`src/rtl/rspArbPkg.sv`:
```
package rspArbPkg;
  localparam int HALF_W  = 32;
  localparam int EMPTY_W = 3;

  typedef struct packed {
    logic userWr;
    logic intWr;
  } wrStrobe_t;

  typedef struct packed {
    logic [HALF_W-1:0]  lo;
    logic [HALF_W-1:0]  hi;
    logic               sop;
    logic               eop;
    logic [EMPTY_W-1:0] empty;
  } beat_t;

  typedef enum logic [1:0] {
    ST_IDLE  = 2'd0,
    ST_GRACE = 2'd1,
    ST_HOLD  = 2'd2,
    ST_INT   = 2'd3
  } arbState_t;
endpackage

```
`src/rtl/rspArbCtrl.sv`:
```
module rspArbCtrl
  import rspArbPkg::*;
#(
  parameter int DEPTH     = 16,
  parameter int MAX_BEATS = 4,
  parameter int GRACE     = 1,
  localparam int FREE_W   = $clog2(DEPTH) + 1,
  localparam int CNT_W    = $clog2(GRACE + 1)
) (
  input  logic              clk,
  input  logic              rstN,
  input  logic              intReq,
  input  logic              usrWrEn,
  input  logic              usrEop,
  input  logic              intWrEn,
  input  logic              intEop,
  input  logic [FREE_W-1:0] freeSlots,
  output logic              usrAvail,
  output logic              usrReject,
  output logic              intGrant,
  output wrStrobe_t         strb
);
  arbState_t        state, stateNxt;
  logic [CNT_W-1:0] graceCnt, graceCntNxt;
  logic             userInPkt, rejectPkt;
  logic             roomOk, startOk, userAcc, userRej;

  always_comb begin
    roomOk      = freeSlots >= FREE_W'(MAX_BEATS);
    usrAvail    = (state == ST_IDLE) && roomOk;
    intGrant    = (state == ST_INT);
    startOk     = usrAvail || (state == ST_GRACE);
    userAcc     = usrWrEn && (userInPkt || (!rejectPkt && startOk));
    userRej     = usrWrEn && !userAcc;
    strb.userWr = userAcc;
    strb.intWr  = intGrant && intWrEn;
  end

  always_comb begin
    stateNxt    = state;
    graceCntNxt = graceCnt;
    unique case (state)
      ST_IDLE: if (intReq) begin
        stateNxt    = roomOk ? ST_GRACE : ST_HOLD;
        graceCntNxt = '0;
      end
      ST_GRACE: begin
        if (graceCnt == CNT_W'(GRACE - 1)) stateNxt = ST_HOLD;
        else graceCntNxt = graceCnt + 1'b1;
      end
      ST_HOLD: if (!userInPkt && roomOk) stateNxt = ST_INT;
      ST_INT:  if (strb.intWr && intEop) stateNxt = ST_IDLE;
      default: stateNxt = ST_IDLE;
    endcase
  end

  always_ff @(posedge clk) begin
    if (!rstN) begin
      state     <= ST_IDLE;
      graceCnt  <= '0;
      userInPkt <= 1'b0;
      rejectPkt <= 1'b0;
      usrReject <= 1'b0;
    end else begin
      state     <= stateNxt;
      graceCnt  <= graceCntNxt;
      usrReject <= userRej;
      if (userAcc) userInPkt <= !usrEop;
      if (userRej) rejectPkt <= !usrEop;
    end
  end

  AST_AVAIL_DROP: assert property (@(posedge clk) disable iff (!rstN)
    intReq && usrAvail |=> !usrAvail);
  AST_LATE_REJECT: assert property (@(posedge clk) disable iff (!rstN)
    (state == ST_HOLD || state == ST_INT) && usrWrEn && !userInPkt |=> usrReject);
  AST_NO_INTERLEAVE: assert property (@(posedge clk) disable iff (!rstN)
    intGrant |-> !userInPkt);
  AST_REOPEN: assert property (@(posedge clk) disable iff (!rstN)
    strb.intWr && intEop |=> !intGrant);
endmodule

```
`src/rtl/rspArbDatapath.sv`:
```
module rspArbDatapath
  import rspArbPkg::*;
#(
  parameter int DEPTH   = 16,
  localparam int AW     = $clog2(DEPTH),
  localparam int FREE_W = AW + 1
) (
  input  logic                clk,
  input  logic                rstN,
  input  wrStrobe_t           strb,
  input  beat_t               usrBeat,
  input  beat_t               intBeat,
  input  logic                rdEn,
  output beat_t               rdBeat,
  output logic                rdValid,
  output logic [FREE_W-1:0]   freeSlots
);
  beat_t            mem [DEPTH];
  logic [AW:0]      wrPtr, rdPtr, used;
  logic             wr, rd, full;
  beat_t            wrBeat;

  always_comb begin
    used      = wrPtr - rdPtr;
    freeSlots = FREE_W'(DEPTH) - used;
    full      = (used == (AW+1)'(DEPTH));
    rdValid   = (used != '0);
    wr        = strb.userWr || strb.intWr;
    rd        = rdEn && rdValid;
    wrBeat    = strb.intWr ? intBeat : usrBeat;
    rdBeat    = mem[rdPtr[AW-1:0]];
  end

  always_ff @(posedge clk) begin
    if (wr) mem[wrPtr[AW-1:0]] <= wrBeat;
  end

  always_ff @(posedge clk) begin
    if (!rstN) begin
      wrPtr <= '0;
      rdPtr <= '0;
    end else begin
      if (wr) wrPtr <= wrPtr + 1'b1;
      if (rd) rdPtr <= rdPtr + 1'b1;
    end
  end

  AST_NO_OVERFLOW: assert property (@(posedge clk) disable iff (!rstN)
    wr |-> !full);
  AST_ONE_WRITER: assert property (@(posedge clk) disable iff (!rstN)
    $countones({strb.userWr, strb.intWr}) <= 1);
endmodule

```
`src/rtl/rspBufArbiter.sv`:
```
module rspBufArbiter
  import rspArbPkg::*;
#(
  parameter int DEPTH     = 16,
  parameter int MAX_BEATS = 4,
  parameter int GRACE     = 1,
  localparam int FREE_W   = $clog2(DEPTH) + 1
) (
  input  logic               clk,
  input  logic               rstN,
  output logic               usrAvail,
  input  logic               usrWrEn,
  input  logic [HALF_W-1:0]  usrDatLo,
  input  logic [HALF_W-1:0]  usrDatHi,
  input  logic               usrSop,
  input  logic               usrEop,
  input  logic [EMPTY_W-1:0] usrEmpty,
  output logic               usrReject,
  input  logic               intReq,
  output logic               intGrant,
  input  logic               intWrEn,
  input  logic [HALF_W-1:0]  intDatLo,
  input  logic [HALF_W-1:0]  intDatHi,
  input  logic               intSop,
  input  logic               intEop,
  input  logic [EMPTY_W-1:0] intEmpty,
  input  logic               rdEn,
  output logic               rdValid,
  output logic [HALF_W-1:0]  rdDatLo,
  output logic [HALF_W-1:0]  rdDatHi,
  output logic               rdSop,
  output logic               rdEop,
  output logic [EMPTY_W-1:0] rdEmpty
);
  wrStrobe_t         strb;
  logic [FREE_W-1:0] freeSlots;
  beat_t             usrBeat, intBeat, rdBeat;

  assign usrBeat = '{lo: usrDatLo, hi: usrDatHi, sop: usrSop, eop: usrEop, empty: usrEmpty};
  assign intBeat = '{lo: intDatLo, hi: intDatHi, sop: intSop, eop: intEop, empty: intEmpty};
  assign rdDatLo = rdBeat.lo;
  assign rdDatHi = rdBeat.hi;
  assign rdSop   = rdBeat.sop;
  assign rdEop   = rdBeat.eop;
  assign rdEmpty = rdBeat.empty;

  rspArbCtrl #(.DEPTH(DEPTH), .MAX_BEATS(MAX_BEATS), .GRACE(GRACE)) u_ctrl (
    .clk(clk), .rstN(rstN), .intReq(intReq), .usrWrEn(usrWrEn), .usrEop(usrEop),
    .intWrEn(intWrEn), .intEop(intEop), .freeSlots(freeSlots),
    .usrAvail(usrAvail), .usrReject(usrReject), .intGrant(intGrant), .strb(strb)
  );

  rspArbDatapath #(.DEPTH(DEPTH)) u_dp (
    .clk(clk), .rstN(rstN), .strb(strb), .usrBeat(usrBeat), .intBeat(intBeat),
    .rdEn(rdEn), .rdBeat(rdBeat), .rdValid(rdValid), .freeSlots(freeSlots)
  );
endmodule

```
`config.mk`:
```
export PLATFORM = sky130hd
export DESIGN_NAME = rspBufArbiter
export DESIGN_NICKNAME = d
export VERILOG_FILES = /design/src/rtl/rspArbPkg.sv /design/src/rtl/rspArbCtrl.sv /design/src/rtl/rspArbDatapath.sv /design/src/rtl/rspBufArbiter.sv
export SDC_FILE = /design/constraint.sdc
export NUM_CORES = 1
export LEC_CHECK = 0
export BUFFER_PORTS_ARGS = -buffer_cell sky130_fd_sc_hd__buf_2
export CAP_MARGIN = 20
export CORE_MARGIN = 8
export CORE_UTILIZATION = 45
export DETAILED_ROUTE_END_ITERATION = 10
export GPL_ROUTABILITY_DRIVEN = 0
export PLACE_DENSITY = 0.65
export SLEW_MARGIN = 30
export SYNTH_ARGS = -nofsm -noshare
export SYNTH_HDL_FRONTEND = slang
export SYNTH_SLANG_ARGS = --single-unit
```
`constraint.sdc`:
```
create_clock -name clk -period 7.9 [get_ports clk]
set_input_delay 0.79 -clock clk [delete_from_list [all_inputs] [get_ports clk]]
set_output_delay 0.79 -clock clk [all_outputs]
set_load 0.05 [all_outputs]
```
Word-level counts from Yosys, hierarchy flattened
Memories as Yosys holds them, arrays and structs flattened. A register that Yosys moved wholly into a read port is not among the register bits.
Index checks and enable logic that the tools add are counted.
W data, S select, Z words.

word-level totals
  bits in registers = 16
  bits in writable memories = 1104
  output and inout bits = 73
  logic and storage cells = 55
  memories kept = 1

memory list
  memory    depth  width  read ports  clocked after Yosys merged registers in  write ports  line                  RTL
  u_dp.mem  16     69     1           1                                        1            rspArbDatapath.sv:18  beat_t mem [DEPTH];

operators by class
  $add $sub $neg = 5
  order comparisons = 1
  equality and inequality tests = 7
  muxes and demuxes = 14
  reductions and logical operators = 20

operators with widths
  kind                   count
  $mux W69               1
  $add A5 B1 Y5 const B  2
  $mux W2                5
  $logic_and A1 B1 Y1    8
  $mux W4                2
  $pmux W2 S4            1
  $ge A5 B3 Y1 const B   1
  $reduce_bool A5 Y1     1
  $sub A5 B5 Y5          1
  $sub A5 B5 Y5 const A  1
  $eq A2 B2 Y1 const B   2
  $logic_not A1 Y1       4
  $mux W1                4
  $ne A2 B1 Y1 const B   2
  $ne A2 B2 Y1 const B   2
  $reduce_and A4 Y1      1
  $logic_or A1 B1 Y1     3
  $eq A2 B1 Y1 const B   1
  $logic_not A2 Y1       1
  $pmux W1 S2            1
  $reduce_and A2 Y1      1
  $reduce_bool A2 Y1     1
  $add A1 B1 Y1 const B  1

Longest topological paths before layout
  depth in word-level cells = 11
  mapped depth = 15
  mapped depth without buffers = 14

Hierarchy
Synthesis repeated with hierarchy kept, for this count alone.

unflattened totals
  cell total of the unflattened synthesis = 1910
  area, all modules = 43326.6 µm²

by module, submodules not included
  module          times used  cells each  area each (µm²)  seq. area each (µm²)
  rspArbDatapath  1           1870        42934.9          33432.1
  rspArbCtrl      1           40          391.6            100.1

Worst setup path after synthesis
OpenSTA, ideal clock, no wires.

  path kind = flip-flop to flip-flop
  from = register u_dp.wrPtr[0]
  to = memory u_dp.mem[3][0] (netlist bit) (enable)
  setup time = 0.581 ns
  data arrival time = 7.128 ns
  path slack = 0.191 ns
  cell stages (with the launch flop) = 12
  path buffers = 0
  cell sequence = dfxtp_1 -> inv_1 -> ha_1 -> inv_1 -> fa_1 -> nor2b_1 -> and3_2 -> ha_1 -> nor4b_2 -> mux2i_2 -> a32oi_2 -> nor3_1

on the way
  cells in the longest elaborated chain, start to end = 11

ends and longest elaborated chain
  element                        line                  RTL
  start: declaration             rspArbDatapath.sv:19  logic [AW:0] wrPtr, rdPtr, used;
  start signal: assignment       rspArbDatapath.sv:43  if (wr) wrPtr <= wrPtr + 1'b1;
  $sub A5 B5 Y5                  rspArbDatapath.sv:24  used = wrPtr - rdPtr;
  $sub A5 B5 Y5                  rspArbDatapath.sv:25  freeSlots = FREE_W'(DEPTH) - used;
  $ge A5 B3 Y1                   rspArbCtrl.sv:29      roomOk = freeSlots >= FREE_W'(MAX_BEATS);
  $logic_and A1 B1 Y1            rspArbCtrl.sv:30      usrAvail = (state == ST_IDLE) && roomOk;
  $logic_or A1 B1 Y1             rspArbCtrl.sv:32      startOk = usrAvail || (state == ST_GRACE);
  $logic_and A1 B1 Y1            rspArbCtrl.sv:33      userAcc = usrWrEn && (userInPkt || (!rejectPkt && startOk));
  $logic_or A1 B1 Y1             rspArbCtrl.sv:33
  $logic_and A1 B1 Y1            rspArbCtrl.sv:33
  $logic_or A1 B1 Y1             rspArbDatapath.sv:28  wr = strb.userWr || strb.intWr;
  $mux W1                        rspArbDatapath.sv:35  if (wr) mem[wrPtr[AW-1:0]] <= wrBeat;
  $mux W1 (not written as such)  rspArbDatapath.sv:35
  end: declaration               rspArbDatapath.sv:18

Parallel ways exist; a longest one is shown, timed or not.

Final worst setup path
  from = register u_dp.wrPtr[0]
  to = memory u_dp.mem[7][64] (netlist bit) (enable)

Same word-level chain as after synthesis.

==> impl_metrics.py <==
metrics = {
    "outcome": {
        "outcome": "finished clean",
    },
    "synthesis": {
        "yosys-top-cells-area": "edfxtp_1 76%, mux4_2 18%, mux2_2 1.8%",
        "synth_area_mm2": 0.04360,
        "yosys-top-cells-count": "1104 x edfxtp_1, 345 x mux4_2, 70 x mux2_2, 37 x clkbuf_1, 28 x buf_6",
        "yosysMostFrequentCell": "edfxtp_1",
        "seq_area_frac_synth": 0.7690,
        "synth_top_cell_area_share": 0.7603,
        "ys_ff_latch": 1123,
        "ys_warn_count": 0,
        "yosys.area.top_type": "edfxtp_1",
        "syn_inst": 1761,
        "synth_cell_type_count": 41,
        "syn-num-nets": 1921,
        "syn_area_per_cell_um2": 24.76,
        "synth_edf_count": 1104,
        "async_reset_ff_frac": 0,
        "yosys_most_used_dff": "edfxtp_1",
    },
    "clock_network": {
        "postCtsHoldBufs": 0,
        "h-tree-depth": 3,
        "cts_root_buf": "clkbuf_16",
        "clkTransAtPathRegs_ns": 0.06,
        "numCtsBuffers": 107,
        "cts_buffer_depth": 3,
        "postCtsSetupBuffers": 0,
        "cts_resized": 0,
        "cts_tree": "yes",
        "clock-sinks": 1123,
        "worstSkewPairLatency_ns": 0.68,
    },
    "worst_setup_path": {
        "crit_fanout": 52,
        "max_stage_delay_ns": 0.87,
        "cp-start-kind": "register",
        "slowest_stage": "buf_4",
        "critical_path_class": "reg -> reg",
        "cp_data_arrival_time_ns": 5.06,
        "crit_required_ns": 8.17,
        "endpoint_kind": "register",
        "cp_cell_sequence": "inv_1, ha_1, inv_1, fa_1, nor2b_1, and3_2, ha_1, nor4b_2, mux2i_2, a32oi_2, nor2b_4, buf_4",
    },
    "final_layout": {
        "n_fill_cell": 7476,
        "final-instance-count-excl-fill": 3382,
        "finish.utilization": 0.5121,
        "multi_input_area_mm2": 0.009554,
        "fin_area_mm2": 0.04938,
        "synthToLayoutAreaGrowth_pct": 13.25,
        "antennaDiodeCount": 0,
        "nets": 2188,
        "drive_gt1_frac": 0.3955,
        "register_area_mm2": 0.03355,
    },
    "routing": {
        "dr_total_vias": 19204,
        "routed_wl_um": 89730,
        "drc": 0,
        "drt-pass1-iter-count": 5,
        "drtAntennaViolNets": 0,
        "via_per_inst": 5.678,
        "wire_per_inst_um": 26.53,
        "drtIter0Drc": 1764,
    },
    "grt": {
        "grt_max_degree": 112,
        "grt-ovfl-total": 0,
        "grt_pass1_vias": 20810,
        "grt_first_pass_wirelength_um": 133900,
        "gr-usage-all-layers": 0.1658,
        "antenna_found_initial": 1,
    },
    "placement": {
        "io_buffer_count": 216,
        "placedCellCount": 3194,
        "dp_hpwl_um": 50520,
        "post_dp_cell_area_mm2": 0.04613,
        "dp_slack_ns": 3.123,
    },
    "flow_run": {
        "drv_cap": 0,
    },
    "timing": {
        "fin_crit_sh": 0.6066,
        "period_needed_ns": 4.792,
        "report.final.slew_viol_count": 0,
        "finClkSkew_ns": 0.03386,
        "rsz0062_at_grt": "false",
        "timing.setup.tns_ns": 0,
        "holdWs_ns": 0.4088,
        "setup_ws_ns": 3.108,
        "timing.slew.headroom": 0.3545,
        "fmax_ghz": 0.2087,
        "worstMarginPinSlew_ns": 0.9683,
        "setup_violations": 0,
        "hold_viol_final": 0,
    },
    "hold_path": {
        "min_path_type": "in -> reg",
    },
    "floorplan": {
        "io_pins": 217,
        "die_w_um": 327.3,
        "num_rows": 114,
        "die_h_um": 327.3,
        "dieArea_mm2": 0.1071,
        "initial_core_util": 0.4522,
        "core_area_mm2": 0.09642,
    },
    "power_and_ir_drop": {
        "peakVddDrop_v": 0.0002540,
        "total_power_mw": 16.40,
        "p_per_area_mw_per_mm2": 332.1,
        "leakagePower_nw": 15.34,
    },
}
-- layer usage --
| layer | track usage | up-vias | share of wire |
|---|---|---|---|
| met1 | 0.2324 | 10419 | 0.43 |
| met5 | 0 | - | 0 |
| met3 | 0.02683 | 100 | 0.052 |
| met4 | 0.04009 | 0 | 0.017 |
| met2 | 0.2744 | 543 | 0.50 |
| li1 | - | 8142 | - |
-- cell usage in the layout, fill, tap and decap left out, types with 3 or more instances in the layout --
cell type,instances
inv_6,4
mux2i_1,4
clkbuf_1,18
nand4_1,3
and2_1,8
nand2_1,18
edfxtp_1,1104
a21oi_1,5
clkinv_1,27
dfxtp_1,15
nor2_1,5
xnor2_1,6
buf_2,216
bufinv_16,3
buf_4,23
clkbuf_16,108
and3_4,13
o21ai_0,4
ha_1,15
nor2b_1,9
buf_12,3
clkinv_2,20
dfxtp_4,4
inv_1,12
mux2_2,70
buf_16,3
a31oi_1,3
mux4_2,345
-- logic make-up (layout without fill, tap and decap cells) --
| group | Yosys count | in the layout | share of synthesized area |
|---|---|---|---|
| flip-flops | 1123 | 1123 | 0.7690 |
| multiplexers | 420 | 420 | 0.1975 |
| buffers and inverters | 101 | 446 | 0.01389 |
| AND/OR/NAND/NOR | 71 | 71 | 0.009125 |
| AO/OA/AOI/OAI | 21 | 21 | 0.003702 |
| adder cells (fa/ha/maj) | 16 | 16 | 0.004763 |
| XOR/XNOR | 9 | 9 | 0.001980 |
-- worst paths after layout --
path,start,end,slack [ns],depth (start not counted)
setup / recovery,u_dp.wrPtr[0],u_dp.mem[7][64],3.11,12
hold / removal,usrEop,u_ctrl.rejectPkt,0.41,4
setup reg to reg,u_dp.wrPtr[0],u_dp.mem[7][64],3.11,12
hold reg to reg,u_dp.wrPtr[4],u_dp.wrPtr[4],0.50,2
-- registers in the layout, indices dropped and copies added, names as in the netlist, named ones only --
| signal | count |
|---|---|
| u_ctrl.rejectPkt | 1 |
| u_ctrl.state | 2 |
| u_ctrl.userInPkt | 1 |
| u_ctrl.usrReject | 1 |
| u_dp.mem | 1104 |
| u_dp.rdPtr | 5 |
| u_dp.wrPtr | 5 |
-- power by group --
part	switching [mW]	total, mW	internal (mW)
clock network	2.13	4.73	2.60
registers	0.151	7.20	7.05
logic	2.76	4.47	1.70
total	5.04	16.4	11.4
-- critical path, delay by kind of cell, from the launching register on --
| kind | cells | cell delay [ns] |
|---|---|---|
| buf+inv | 3 | 1.07 |
| mux | 1 | 0.32 |
| flops | 1 | 0.40 |
| simple gates | 4 | 1.38 |
| compound gates | 1 | 0.28 |
| fa+ha+maj | 3 | 0.89 |
-- cell type report --
type / count / area share
clock inverter: 61 / 0.009071
timing repair buffer: 247 / 0.02873
clock buffer: 126 / 0.05610
multi-input combinational: 537 / 0.1935
tap: 1276 / 0.03233
sequential: 1123 / 0.6794
inverter: 12 / 0.0009122
Power figures use the tool's default switching activity.
